`config.mk`:
```
export PLATFORM = sky130hd
export DESIGN_NAME = cot_current_limiter
export DESIGN_NICKNAME = d
export VERILOG_FILES = /design/src/rtl/cot_pkg.sv /design/src/rtl/cot_span_timer.sv /design/src/rtl/cot_limit_sel.sv /design/src/rtl/cot_reg_fsm.sv /design/src/rtl/cot_current_limiter.sv
export SDC_FILE = /design/constraint.sdc
export NUM_CORES = 1
export LEC_CHECK = 0
export ABC_CLOCK_PERIOD_IN_PS = 4400
export BUFFER_PORTS_ARGS = -buffer_cell sky130_fd_sc_hd__buf_4
export CAP_MARGIN = 20
export CORE_ASPECT_RATIO = 0.7
export CORE_MARGIN = 8
export CORE_UTILIZATION = 50
export CTS_BUF_LIST = sky130_fd_sc_hd__clkbuf_8 sky130_fd_sc_hd__clkbuf_16
export CTS_CLUSTER_SIZE = 40
export DETAILED_ROUTE_END_ITERATION = 8
export HOLD_SLACK_MARGIN = 0.05
export PLACE_DENSITY = 0.75
export SLEW_MARGIN = 10
export SYNTH_ARGS = -nofsm -noshare
export SYNTH_HDL_FRONTEND = slang
export SYNTH_SLANG_ARGS = --single-unit
```
`constraint.sdc`:
```
create_clock -name clk -period 4.4 [get_ports clk]
set_clock_uncertainty 0.15 [all_clocks]
set_input_delay 0.66 -clock clk [delete_from_list [all_inputs] [get_ports clk]]
set_output_delay 0.66 -clock clk [all_outputs]
set_load 0.005 [all_outputs]
```
`src/rtl/cot_pkg.sv`:
```
// Shared types for the constant-off-time regulator.
// Assumes: one regulator per bridge, all inputs synchronous to the clock.
package cot_pkg;

    typedef enum logic [2:0] {
        ST_IDLE  = 3'd0,  // bridge not live, timers held
        ST_BLANK = 3'd1,  // conducting, limit comparator masked
        ST_ON    = 3'd2,  // conducting, limit comparator honoured
        ST_OFF   = 3'd3,  // fixed off time, tri-state requested
        ST_FAULT = 3'd4   // short seen, waiting for bridge to drop
    } reg_state_t;

    // Converts a duration in microseconds to clock cycles.
    function automatic int us_to_cycles(input int us, input int cyc_per_us);
        return us * cyc_per_us;
    endfunction

endpackage

```
`src/rtl/cot_span_timer.sv`:
```
// One-shot interval timer: after start it reports busy for exactly LEN cycles.
// Assumes: LEN >= 1; clr overrides start.
module cot_span_timer #(
    parameter int LEN = 8,
    localparam int W = $clog2(LEN + 1)
) (
    input  logic clk,
    input  logic rst_n,
    input  logic clr,
    input  logic start,
    output logic busy,
    output logic last
);

    logic [W-1:0] cnt_q;

    // Load, count down and expire the interval.
    always_ff @(posedge clk) begin
        if (!rst_n || clr) begin
            busy  <= 1'b0;
            cnt_q <= '0;
        end else if (start) begin
            busy  <= 1'b1;
            cnt_q <= W'(LEN - 1);
        end else if (busy) begin
            if (cnt_q == '0) begin
                busy <= 1'b0;
            end else begin
                cnt_q <= cnt_q - 1'b1;
            end
        end
    end

    // Final busy cycle marker.
    always_comb last = busy && (cnt_q == '0);

endmodule

```
`src/rtl/cot_limit_sel.sv`:
```
// Registers the foldback flag into the threshold-select output.
// Assumes: hot flag is already synchronous to clk.
module cot_limit_sel (
    input  logic clk,
    input  logic rst_n,
    input  logic hot_fold,
    output logic lim_reduced
);

    // One-cycle registered threshold choice.
    always_ff @(posedge clk) begin
        if (!rst_n) begin
            lim_reduced <= 1'b0;
        end else begin
            lim_reduced <= hot_fold;
        end
    end

endmodule

```
`src/rtl/cot_reg_fsm.sv`:
```
// Regulation sequencer: blanking, on-time, fixed off time and fault hand-off.
// Assumes: timers report busy for exactly their programmed length after start.
module cot_reg_fsm
    import cot_pkg::*;
(
    input  logic clk,
    input  logic rst_n,
    input  logic live,
    input  logic ilim_hit,
    input  logic short_hit,
    input  logic toggle,
    input  logic off_busy,
    input  logic off_last,
    input  logic blank_busy,
    input  logic blank_last,
    output logic off_start,
    output logic blank_start,
    output logic tmr_clr,
    output logic tristate_req,
    output logic fault_pulse
);

    reg_state_t st_q, st_d;

    // Next-state and timer start decisions; short beats toggle beats limit.
    always_comb begin
        st_d        = st_q;
        off_start   = 1'b0;
        blank_start = 1'b0;
        if (!live) begin
            st_d = ST_IDLE;
        end else begin
            unique case (st_q)
                ST_IDLE: begin
                    st_d        = ST_BLANK;
                    blank_start = 1'b1;
                end
                ST_BLANK: begin
                    if (short_hit) begin
                        st_d = ST_FAULT;
                    end else if (toggle) begin
                        blank_start = 1'b1;
                    end else if (blank_last) begin
                        st_d = ST_ON;
                    end
                end
                ST_ON: begin
                    if (short_hit) begin
                        st_d = ST_FAULT;
                    end else if (toggle) begin
                        st_d        = ST_BLANK;
                        blank_start = 1'b1;
                    end else if (ilim_hit) begin
                        st_d      = ST_OFF;
                        off_start = 1'b1;
                    end
                end
                ST_OFF: begin
                    if (off_last) begin
                        st_d        = ST_BLANK;
                        blank_start = 1'b1;
                    end
                end
                ST_FAULT: st_d = ST_FAULT;
                default:  st_d = ST_IDLE;
            endcase
        end
    end

    // Timers are held clear when not live or once a fault is taken.
    always_comb tmr_clr = !live || (st_d == ST_FAULT);

    // State register and one-cycle fault request on entry to fault.
    always_ff @(posedge clk) begin
        if (!rst_n) begin
            st_q        <= ST_IDLE;
            fault_pulse <= 1'b0;
        end else begin
            st_q        <= st_d;
            fault_pulse <= (st_d == ST_FAULT) && (st_q != ST_FAULT);
        end
    end

    // Tri-state is requested only during the off time.
    always_comb tristate_req = (st_q == ST_OFF);

    AST_OFF_TRACKS_TIMER: assert property (@(posedge clk) disable iff (!rst_n)
        (st_q == ST_OFF) == off_busy);

    AST_NO_TRIP_IN_BLANK: assert property (@(posedge clk) disable iff (!rst_n)
        (st_q == ST_BLANK && live) |=> (st_q != ST_OFF));

    AST_TOGGLE_RESTART: assert property (@(posedge clk) disable iff (!rst_n)
        (live && toggle && !short_hit && (st_q == ST_ON || st_q == ST_BLANK))
        |=> (blank_busy && st_q == ST_BLANK));

    AST_FAULT_SINGLE: assert property (@(posedge clk) disable iff (!rst_n)
        fault_pulse |=> !fault_pulse);

    AST_OFF_SHORT_QUIET: assert property (@(posedge clk) disable iff (!rst_n)
        (st_q == ST_OFF && short_hit) |=> !fault_pulse);

    AST_DEAD_TIMERS: assert property (@(posedge clk) disable iff (!rst_n)
        !live |=> (!off_busy && !blank_busy && !tristate_req));

    AST_OFF_EDGE_IGNORED: assert property (@(posedge clk) disable iff (!rst_n)
        (st_q == ST_OFF && live && !off_last) |=> (st_q == ST_OFF));

endmodule

```
`src/rtl/cot_current_limiter.sv`:
```
// Constant-off-time peak current regulator for one H-bridge.
// Assumes: comparator flags and toggle strobe are synchronous to clk;
// the bridge control block drops bridge_live after a short_fault pulse.
module cot_current_limiter #(
    parameter int CYC_PER_US = 125,
    parameter int OFF_US     = 20,
    parameter int BLANK_US   = 16
) (
    input  logic clk,
    input  logic rst_n,
    input  logic bridge_live,
    input  logic ilim_hit,
    input  logic short_hit,
    input  logic out_toggle,
    input  logic hot_fold,
    output logic tristate_req,
    output logic short_fault,
    output logic lim_reduced
);
    import cot_pkg::*;

    localparam int OFF_CYC   = us_to_cycles(OFF_US, CYC_PER_US);
    localparam int BLANK_CYC = us_to_cycles(BLANK_US, CYC_PER_US);
    localparam int N_TMR     = 2;   // index 0: off time, 1: blanking

    logic [N_TMR-1:0] t_start, t_busy, t_last;
    logic             tmr_clr;

    // Timer bank: one interval timer per programmed duration.
    for (genvar gi = 0; gi < N_TMR; gi++) begin : g_tmr
        cot_span_timer #(
            .LEN ((gi == 0) ? OFF_CYC : BLANK_CYC)
        ) u_tmr (
            .clk   (clk),
            .rst_n (rst_n),
            .clr   (tmr_clr),
            .start (t_start[gi]),
            .busy  (t_busy[gi]),
            .last  (t_last[gi])
        );
    end

    cot_reg_fsm u_fsm (
        .clk          (clk),
        .rst_n        (rst_n),
        .live         (bridge_live),
        .ilim_hit     (ilim_hit),
        .short_hit    (short_hit),
        .toggle       (out_toggle),
        .off_busy     (t_busy[0]),
        .off_last     (t_last[0]),
        .blank_busy   (t_busy[1]),
        .blank_last   (t_last[1]),
        .off_start    (t_start[0]),
        .blank_start  (t_start[1]),
        .tmr_clr      (tmr_clr),
        .tristate_req (tristate_req),
        .fault_pulse  (short_fault)
    );

    cot_limit_sel u_sel (
        .clk         (clk),
        .rst_n       (rst_n),
        .hot_fold    (hot_fold),
        .lim_reduced (lim_reduced)
    );

    AST_OFF_THEN_BLANK: assert property (@(posedge clk) disable iff (!rst_n)
        ($fell(tristate_req) && bridge_live && $past(bridge_live)) |-> t_busy[1]);

    AST_RESET_QUIET: assert property (@(posedge clk)
        !rst_n |=> (!tristate_req && !short_fault && !lim_reduced));

endmodule

```
==> results of run 1 <==
==> synth_stat cells (2+ instances only) <==
master	count	share of area, %
or4b_1	2	1.2
dfxtp_1	30	36
o41ai_1	2	1.1
inv_1	11	2.5
nand4_1	5	1.9
nand2b_1	3	1.1
a31oi_2	4	3.0
or4_1	5	2.3
buf_2	2	0.60
o22ai_1	2	0.76
a41o_1	2	1.2
a21oi_1	10	3.0
a31oi_1	7	2.6
or3_1	12	4.5
o21ai_0	3	0.91
nor3_1	3	0.91
nor4b_1	2	1.1
xnor2_1	3	1.6
a21oi_2	6	3.2
o41a_1	2	1.4
nand2_1	14	3.2
or2_2	2	0.76
nor2b_1	2	0.76
buf_6	2	1.4
nor3b_1	4	1.8
nand3_1	3	0.91
or4_4	2	1.4
nor2_1	13	2.9
clkbuf_1	5	1.1
xor2_1	2	1.1
ha_1	3	2.3
o31ai_1	3	1.4
nor4_1	3	1.1
==> area by class of cell <==
type	instances	area, um2	area share, %
clock buffer	6	82.6	4.54
clock inverter	2	8.76	0.482
inverter	11	41.3	2.27
multi-input combinational	140	962	52.9
sequential	30	601	33.0
tap	38	47.5	2.62
timing repair buffer	10	75.1	4.13
==> critical path: stages (launching register included) <==
cell     delay [ps]
dfxtp_1         360
or4_4           560
or4_4           540
o22a_1          430
nor3b_1         250
==> worst max-delay path by stage <==
stage	start	to	slack, ps	cells after the start
2_1_floorplan	g_tmr[0].u_tmr.cnt_q[10]	g_tmr[1].u_tmr.cnt_q[10]	2250	6
6_report	g_tmr[0].u_tmr.cnt_q[7]	g_tmr[1].u_tmr.cnt_q[5]	2000	4
5_1_grt	g_tmr[1].u_tmr.cnt_q[0]	g_tmr[1].u_tmr.cnt_q[10]	1890	6
3_5_place_dp	g_tmr[0].u_tmr.cnt_q[9]	g_tmr[1].u_tmr.cnt_q[5]	2020	4
3_3_place_gp	g_tmr[0].u_tmr.cnt_q[9]	g_tmr[1].u_tmr.cnt_q[5]	2050	4
4_1_cts	g_tmr[0].u_tmr.cnt_q[7]	g_tmr[1].u_tmr.cnt_q[5]	2000	4
==> per-layer routing <==
| metal | track usage [%] | wire length (um) | share of wire (%) |
|---|---|---|---|
| met1 | 18.1 | 1770 | 50 |
| met3 | 3.83 | 272 | 7.7 |
| met4 | 7.28 | 71 | 2.0 |
| met2 | 19.9 | 1410 | 40 |
| met5 | 0 | 0 | 0 |
==> cells in the final DEF (no fill, tap or decap), drive strengths merged, types with 3 or more instances in the layout <==
cell and instances:
nor2 13, clkbuf 6, inv 12, nand2 14
ha 3, or3 12, nand3 3, nor3 3
a21oi 16, nand2b 3, a31oi 11, or4 7
buf 10, o21ai 3, nor3b 4, nand4 5
xnor2 3, dfxtp 30, nor4 3, o41ai 3
or2 4, o31ai 3
==> registers in the layout, indices dropped and copies added (netlist names) <==
name,flops
g_tmr.u_tmr.busy,2
u_fsm.fault_pulse,1
u_fsm.st_q,3
u_sel.lim_reduced,1
g_tmr.u_tmr.cnt_q,23
==> power by group <==
| part | internal [mW] | switching [mW] | leakage (nW) |
|---|---|---|---|
| Combinational | 0.0267 | 0.0397 | 0.317 |
| Sequential | 0.278 | 0.00817 | 0.244 |
| Clock | 0.124 | 0.103 | 0.0524 |
==> kinds of logic (layout without fill, tap and decap cells) <==
group | count (synthesis) | count (layout) | share of synthesized area [%]
and+or+nand+nor | 82 | 82 | 29.3
AOI/OAI and AO/OA | 48 | 48 | 22.5
DFF | 30 | 30 | 36.3
buffers and inverters | 20 | 29 | 5.59
xor gates and xnor gates | 5 | 5 | 2.65
adders and majority gates | 3 | 3 | 2.27
muxes | 2 | 2 | 1.36
==> stage by stage <==
stage          hold slack [ps]  instances  setup slack, ps
2_1_floorplan              288        190             2250
3_3_place_gp               301        229             2050
3_5_place_dp               312        229             2020
4_1_cts                    322        237             2000
5_1_grt                    365        237             1890
6_report                   323        237             2000
==> impl_results.md, run 1 <==
- Yosys cell types: 49
- Nets: about 210
- TritonCTS clock tree: built
- Mapped Avg Cell Area: between 8 and 9 um2
- Slew Viols, Final: 0
- Total track usage: 13.7%
- Reg2reg setup slack: around 2000 ps
- Largest net degree at the start of global routing: 13
- RR Startpoint: g_tmr[0].u_tmr.cnt_q[7]
- Sequential share of the synthesized area: between 30% and 40%
- Hold buffers post-CTS: 0
- Remaining DRCs: 0
- Power Density: approximately 320 nW/um2
- Syn nets: 200
- DIE WIDTH: 84.8 um
- Period utilization: 54.5%
- Io pins: 10
- Hold Path Class: reg -> reg
- Final GP Congestion: ~0.9
- Final Instance Area: between 1500 and 2000 um2
- Final ANT Viol Nets: 0
- Critical path peak fanout: 12
- Number of synthesized register bits: 30
- Clk Latency, worst-skew pair: 290 ps
- Worst hold endpoint: g_tmr[0].u_tmr.cnt_q[10]
- Total power: approximately 0.58 mW
- Hold Path Depth: 2
- Vias in the first global route: approximately 1300
- Worst Tran Pin Value: approximately 860 ps
- WS Path Type: reg -> reg
- H-tree depth: 2
- Syn Inst Count: 190
- Area Overhead vs Synth: 9.83%
- Filler cells: ~290
- Mapped Area: about 1700 um2
- Routed vias: roughly 1500
- Clk sink count: 30
- Post-DP Area: 1730 um2
- Aggregate routed wire length: roughly 3.5 mm
- Aggregate global routing overflow: 0
- Die H: 64.1 um
- Drt via density: 6.15
- Initial antenna violation count: 0
- Worst setup EP type: register
- Clock Tree Buf Depth: 2
- Final setup violation count: 0
- R2R cell count: 4
- Row count: 17
- Post-cts resize count: 0
- Post-layout util: between 50 and 60%
- First-pass GRT wire length: roughly 6 mm
- CP Launch Type: register
- Worst endpoint required time: 4420 ps
- Fmax: 417 MHz
- EDFF count, synth: 0
- Post-synth ARST share: 0%
- Clk root buf: clkbuf_8
- Diodes inserted: 0
- Status: completed
- Proportion of layout cells with a drive suffix above 1: around 18%
- # port buffers: 9
- Clk pin slew, worst setup/hold paths: around 70 ps
- Final HPWL from detailed placement: 2.56 mm
- Avg WL per Cell: between 10 and 15 um
- Setup bufs post-CTS: 0
- Peak VDD IR: between 0.0001 and 0.00015 V
- Hold Path Origin: g_tmr[0].u_tmr.cnt_q[10]
- Setup TNS: 0 ps
- Top FF cell, synth: dfxtp_1
- Drt first-iter violations: between 150 and 200
- CTS buffer count: 5
- Leak: just over 0.6 nW
- RR Endpoint: g_tmr[1].u_tmr.cnt_q[5]
- RSZ-0062 raised after global routing: false
- Initial cell density of the core: between 50% and 60%
- Core area: 3150 um2
- Die area: between 5000 and 6000 um2
- Final Hold Fails: 0
- Pre-antenna DRT Iters: 4
- Synth Warn #: 0
- Min Tclk post-route: ~2400 ps
- Worst Path Arrival: 2420 ps
- Max_cap viols: 0
- Slew margin rel.: a little over two fifths
Power figures use the tool's default switching activity.
==> run 2: changes to the inputs <==
--- a/config.mk
+++ b/config.mk
@@ -5,7 +5,7 @@
 export SDC_FILE = /design/constraint.sdc
 export NUM_CORES = 1
 export LEC_CHECK = 0
-export ABC_CLOCK_PERIOD_IN_PS = 4400
+export ABC_CLOCK_PERIOD_IN_PS = 2100
 export BUFFER_PORTS_ARGS = -buffer_cell sky130_fd_sc_hd__buf_4
 export CAP_MARGIN = 20
 export CORE_ASPECT_RATIO = 0.7
@@ -15,7 +15,7 @@
 export CTS_CLUSTER_SIZE = 40
 export DETAILED_ROUTE_END_ITERATION = 8
 export HOLD_SLACK_MARGIN = 0.05
-export PLACE_DENSITY = 0.75
+export PLACE_DENSITY = 0.77
 export SLEW_MARGIN = 10
 export SYNTH_ARGS = -nofsm -noshare
 export SYNTH_HDL_FRONTEND = slang
==> constraint.sdc (replaced) <==
create_clock -name clk -period 2.1 [get_ports clk]
set_clock_uncertainty 0.15 [all_clocks]
set_input_delay 0.315 -clock clk [delete_from_list [all_inputs] [get_ports clk]]
set_output_delay 0.315 -clock clk [all_outputs]
set_load 0.005 [all_outputs]
==> impl_results.md, run 2 (synthesis results as in run 1) <==
- Total track usage: 16.4% (+2.7 points)
- Max stage delay on crit path: 580 ps (+20 ps)
- Most common cell after layout, fill and taps aside: buf_4
- Worst Path Arrival: 2180 ps (-240 ps)
- # port buffers: 9 (unchanged)
- Clk root buf: clkbuf_8
- Final setup violation count: 4 (+4)
- Clk Latency, worst-skew pair: 280 ps (about the same)
- Worst path cell trace: or4_4 > or4_4 > o22a_4 > buf_6 > a31oi_4
- Period utilization: 101% (+46 points)
- Nets: 236 (+13%)
- Area of the multi-input gates: 1060 um2 (+11%)
- Clk pin slew, worst setup/hold paths: 60 ps (about the same)
- Worst setup EP type: register
- Critical path peak fanout: 6 (-6)
- Largest register FFs: 23 (unchanged)
- Power Density: 587 nW/um2 (+84%)
- Initial antenna violation count: 0 (unchanged)
- Routed vias: 1637 (+12%)
- Die area: 5440 um2 (unchanged)
- Row count: 17 (unchanged)
- Vias in the first global route: 1523 (+13%)
- Fin cells: 265 (+12%)
- CP most frequent cell: or4_4
- Final GP Congestion: 0.916 (+3.0%)
- CTS buffer count: 5 (unchanged)
- Status: finished with violations
- First-pass GRT wire length: 7.17 mm (+17%)
- H-tree depth: 2 (unchanged)
- Leak: 0.776 nW (+27%)
- Register area: 606 um2 (+0.83%)
- Final HPWL from detailed placement: 2.97 mm (+16%)
- CP top delay family: simple AND/OR/NAND/NOR gates
- GR Util met1: 20.2% (+2.1 points)
- Met2 Resource Use GR: 26.2% (+6.4 points)
- Clk sink count: 30 (unchanged)
- Min Tclk post-route: 2120 ps (-280 ps)
- Final Hold Fails: 0 (unchanged)
- RSZ-0062 raised after global routing: true
- DIE WIDTH: 84.8 um (unchanged)
- PnR worst setup slack: -17.5 ps (-2020 ps)
- Clock Tree Buf Depth: 2 (unchanged)
- Worst endpoint required time: 2160 ps (-2260 ps)
- Filler cells: 243 (-15%)
- Aggregate global routing overflow: 0 (unchanged)
- Aggregate routed wire length: 4.46 mm (+26%)
- Failing checks: negative setup slack
- Largest registers: g_tmr.u_tmr.cnt_q: 23 flops, u_fsm.st_q: 3 flops, g_tmr.u_tmr.busy: 2 flops
- Max_cap viols: 0 (unchanged)
- CP max stage cell: or4_4
- Bufs and invs on worst path: 1 (+1)
- Largest net degree at the start of global routing: 13 (unchanged)
- Io pins: 10 (unchanged)
- Dpl cells: 252 (+10%)
- Slew Viols, Final: 0 (unchanged)
- Worst Tran Pin Value: 541 ps (-317 ps)
- Core area: 3150 um2 (unchanged)
- GR peak layer: met2
- Most flops, register: g_tmr.u_tmr.cnt_q
- Pre-antenna DRT Iters: 4 (unchanged)
- Peak VDD IR: 0.000324 V (+140%)
- Remaining DRCs: 0 (unchanged)
- WS Path Type: reg -> reg
- Initial cell density of the core: 52.6% (unchanged)
- Proportion of layout cells with a drive suffix above 1: 35.7% (+18 points)
- Diodes inserted: 0 (unchanged)
- Most frequent cells in the layout: 35 x buf_4, 26 x dfxtp_1, 14 x nand2_1
- Fmax: 472 MHz (+13%)
- Drt via density: 6.18 (+0.48%)
- CP Launch Type: register
- Hold Path Class: in -> reg
- Die H: 64.1 um (unchanged)
- Smallest hold slack: 97.1 ps (-225 ps)
- Final ANT Viol Nets: 0 (unchanged)
- TritonCTS clock tree: built
- Met3 Resource Use GR: 4.59% (+0.77 points)
- Drt first-iter violations: 110 (-30%)
- Slew margin rel.: 63.5% (+21 points)
- Avg WL per Cell: 16.8 um (+13%)
- Area Overhead vs Synth: 29.6%
==> run 2: layer usage <==
layer / part of all wire, % / vias up
li1: - / 784
met1: 43 / 788
met2: 47 / 60
met3: 7.7 / 5
met4: 1.6 / 0
met5: 0 / -
==> run 2: timing repair <==
action | in CTS | in global routing
hold buffers | 0 | 0
pin swaps | 2 | 6
setup buffers | 1 | 4
setup endpoints to repair | 10 | 14
resized for setup | 4 | 24
endpoints found under the hold margin | 0 | 0
==> run 2: worst paths after layout <==
check | from | endpoint | slack, ps | cells after the start
worst min-delay path | hot_fold | u_sel.lim_reduced | 100 | 2
worst max-delay path | g_tmr[0].u_tmr.cnt_q[7] | g_tmr[1].u_tmr.cnt_q[9] | -20 | 5
worst min register to register | g_tmr[0].u_tmr.cnt_q[5] | g_tmr[0].u_tmr.cnt_q[5] | 340 | 2
worst max register to register | g_tmr[0].u_tmr.cnt_q[7] | g_tmr[1].u_tmr.cnt_q[9] | -20 | 5
==> run 2: final cells by class <==
cell class	instances	area share (%)
multi-input cells	140	49.6
flip-flops and latches	30	28.2
repair buffers	38	13.8
clock buffers	6	3.85
well taps	38	2.22
inverters	11	1.92
clock inverters	2	0.408
==> run 2: worst register-to-register path: cells and delay by family, from the launching register on <==
kind | cells | cell delay (ps)
and+or+nand+nor | 2 | 1030
DFF | 1 | 320
buffers and inverters | 1 | 150
AOI/OAI and AO/OA | 2 | 390
==> run 2: metrics by stage <==
step	utilization (%)	setup WS (ps)	total power [mW]	instance area (um2)	setup TNS [ps]
finish	68.2	-17.5	1.26	2150	-40.5
detailed placement	60.4	-63.1	0.770	1900	-263
floorplan	-	16.4	0.711	1660	0
global placement	60.4	-14.7	0.761	1900	-14.7
CTS	64.0	-11.6	1.24	2010	-11.6
global route	68.2	-33.7	1.32	2150	-214
==> run 2: where the power goes <==
part / switching, mW / internal (mW)
Sequential: 0.0182 / 0.583
Clock: 0.214 / 0.259
Combinational: 0.101 / 0.0831
==> run 3: changes to the inputs <==
--- a/config.mk
+++ b/config.mk
@@ -16,6 +16,7 @@
 export DETAILED_ROUTE_END_ITERATION = 8
 export HOLD_SLACK_MARGIN = 0.05
 export PLACE_DENSITY = 0.77
+export SKIP_LAST_GASP = 1
 export SLEW_MARGIN = 10
 export SYNTH_ARGS = -nofsm -noshare
 export SYNTH_HDL_FRONTEND = slang
==> impl_results.md, run 3 (synthesis results as in run 1) <==
- Initial cell density of the core: 52.6% (unchanged)
- Worst path cell trace: or4_4 > or4_4 > o22a_4 > buf_6 > a31oi_4
- Bufs and invs on worst path: 1 (unchanged)
- Clk sink count: 30 (unchanged)
- RSZ-0062 raised after global routing: true
- Proportion of layout cells with a drive suffix above 1: 33.9% (-1.8 points)
- Largest register FFs: 23 (unchanged)
- First-pass GRT wire length: 7.17 mm (unchanged)
- Slew margin rel.: 69.8% (+6.4 points)
- Die H: 64.1 um (unchanged)
- Drt first-iter violations: 116 (+5.5%)
- Routed vias: 1650 (+0.79%)
- Clk Latency, worst-skew pair: 280 ps (about the same)
- CP top delay family: simple AND/OR/NAND/NOR gates
- Hold Path Origin: hot_fold
- Total track usage: 16.4% (unchanged)
- Peak VDD IR: 0.000324 V (-0.21%)
- TritonCTS clock tree: built
- Leak: 0.764 nW (-1.6%)
- H-tree depth: 2 (unchanged)
- Fmax: 471 MHz (-0.25%)
- Drt via density: 6.23 (+0.79%)
- Remaining DRCs: 0 (unchanged)
- Nets: 236 (unchanged)
- Final ANT Viol Nets: 0 (unchanged)
- CTS buffer count: 5 (unchanged)
- Die area: 5440 um2 (unchanged)
- Largest net degree at the start of global routing: 13 (unchanged)
- Most frequent cells in the layout: 35 x buf_4, 27 x dfxtp_1, 14 x nand2_1
- Worst setup EP type: register
- Slew Viols, Final: 0 (unchanged)
- Clk pin slew, worst setup/hold paths: 70 ps (about the same)
- Most flops, register: g_tmr.u_tmr.cnt_q
- Worst Tran Pin Value: 452 ps (-88.2 ps)
- Final Hold Fails: 0 (unchanged)
- Critical path peak fanout: 6 (unchanged)
- Max stage delay on crit path: 580 ps (about the same)
- Status: finished with violations
- Most common cell after layout, fill and taps aside: buf_4
- Dpl cells: 252 (unchanged)
- CP most frequent cell: or4_4
- Failing checks: negative setup slack
- Largest registers: g_tmr.u_tmr.cnt_q: 23 flops, u_fsm.st_q: 3 flops, g_tmr.u_tmr.busy: 2 flops
- Total power: 1.26 mW (about the same)
- Io pins: 10 (unchanged)
- Min Tclk post-route: 2120 ps (+5.37 ps)
- Pre-antenna DRT Iters: 4 (unchanged)
- CP Launch Type: register
- Period utilization: 101% (+0.26 points)
- Post-DP Area: 1900 um2 (unchanged)
- Diodes inserted: 0 (unchanged)
- Final setup violation count: 4 (unchanged)
- DIE WIDTH: 84.8 um (unchanged)
- Hold buffers post-CTS: 0 (unchanged)
- WS Path Type: reg -> reg
- Worst endpoint required time: 2160 ps (about the same)
- Power Density: 592 nW/um2 (+0.86%)
- Final HPWL from detailed placement: 2.97 mm (unchanged)
- Vias in the first global route: 1523 (unchanged)
- Max_cap viols: 0 (unchanged)
- Hold Path Class: in -> reg
- PnR worst setup slack: -22.9 ps (-5.37 ps)
- Area Overhead vs Synth: 28.5%
- Filler cells: 245 (+0.82%)
- Initial antenna violation count: 0 (unchanged)
- # port buffers: 9 (unchanged)
- Aggregate global routing overflow: 0 (unchanged)
- Final GP Congestion: 0.916 (unchanged)
- Clk root buf: clkbuf_8
- Fin cells: 265 (unchanged)
- Row count: 17 (unchanged)
- Crit. Startpoint: g_tmr[0].u_tmr.cnt_q[7]
- Core area: 3150 um2 (unchanged)
- Avg WL per Cell: 16.9 um (+0.40%)
- CP max stage cell: or4_4
- Clock Tree Buf Depth: 2 (unchanged)
- RR Startpoint: g_tmr[0].u_tmr.cnt_q[7]
- Final Instance Area: 2130 um2 (-0.87%)
- Aggregate routed wire length: 4.47 mm (+0.40%)
- Worst Path Arrival: 2180 ps (about the same)
## run 3: cell type report
| class | count | area, um2 | share of cell area [%] |
|---|---|---|---|
| multi-input cells | 140 | 1050 | 49.2 |
| flip-flops and latches | 30 | 604 | 28.4 |
| repair buffers | 38 | 297 | 13.9 |
| clock buffers | 6 | 82.6 | 3.88 |
| well taps | 38 | 47.5 | 2.24 |
| inverters | 11 | 41.3 | 1.94 |
| clock inverters | 2 | 8.76 | 0.412 |
## run 3: through the flow
| stage | setup WS (ps) | setup TNS (ps) | hold slack (ps) | utilization, % |
|---|---|---|---|---|
| after floorplan | 16.4 | 0 | 284 | - |
| after global placement | -14.7 | -14.7 | 314 | 60.4 |
| after detailed placement | -63.1 | -263 | 337 | 60.4 |
| after CTS | -11.6 | -11.6 | 106 | 64.0 |
| after global routing | -79.4 | -382 | 102 | 67.6 |
| final | -22.9 | -57.3 | 97.3 | 67.6 |
## run 3: power breakdown
group | switching [mW] | internal, mW | leakage (nW)
clock network | 0.216 | 0.259 | 0.0524
logic | 0.101 | 0.0823 | 0.466
registers | 0.0176 | 0.583 | 0.245
## run 3: path summary, 6_finish.rpt
check,end,slack (ps),cells past startpoint
max,g_tmr[1].u_tmr.cnt_q[9],-20,5
min,u_sel.lim_reduced,100,2
max reg2reg,g_tmr[1].u_tmr.cnt_q[9],-20,5
min reg2reg,g_tmr[0].u_tmr.cnt_q[5],340,2
## run 3: routing by layer
metal / vias up / share of wire (%) / track usage [%]
met2: 70 / 48 / 26.2
li1: 780 / - / -
met4: 0 / 1.8 / 7.28
met5: - / 0 / 0
met1: 792 / 44 / 20.2
met3: 8 / 6.9 / 4.59
## run 3: timing repair
action	CTS	global route
pin swaps	2	6
hold endpoints to repair	0	0
buffers inserted	1	4
setup endpoints to repair	10	14
gates resized for setup	4	19
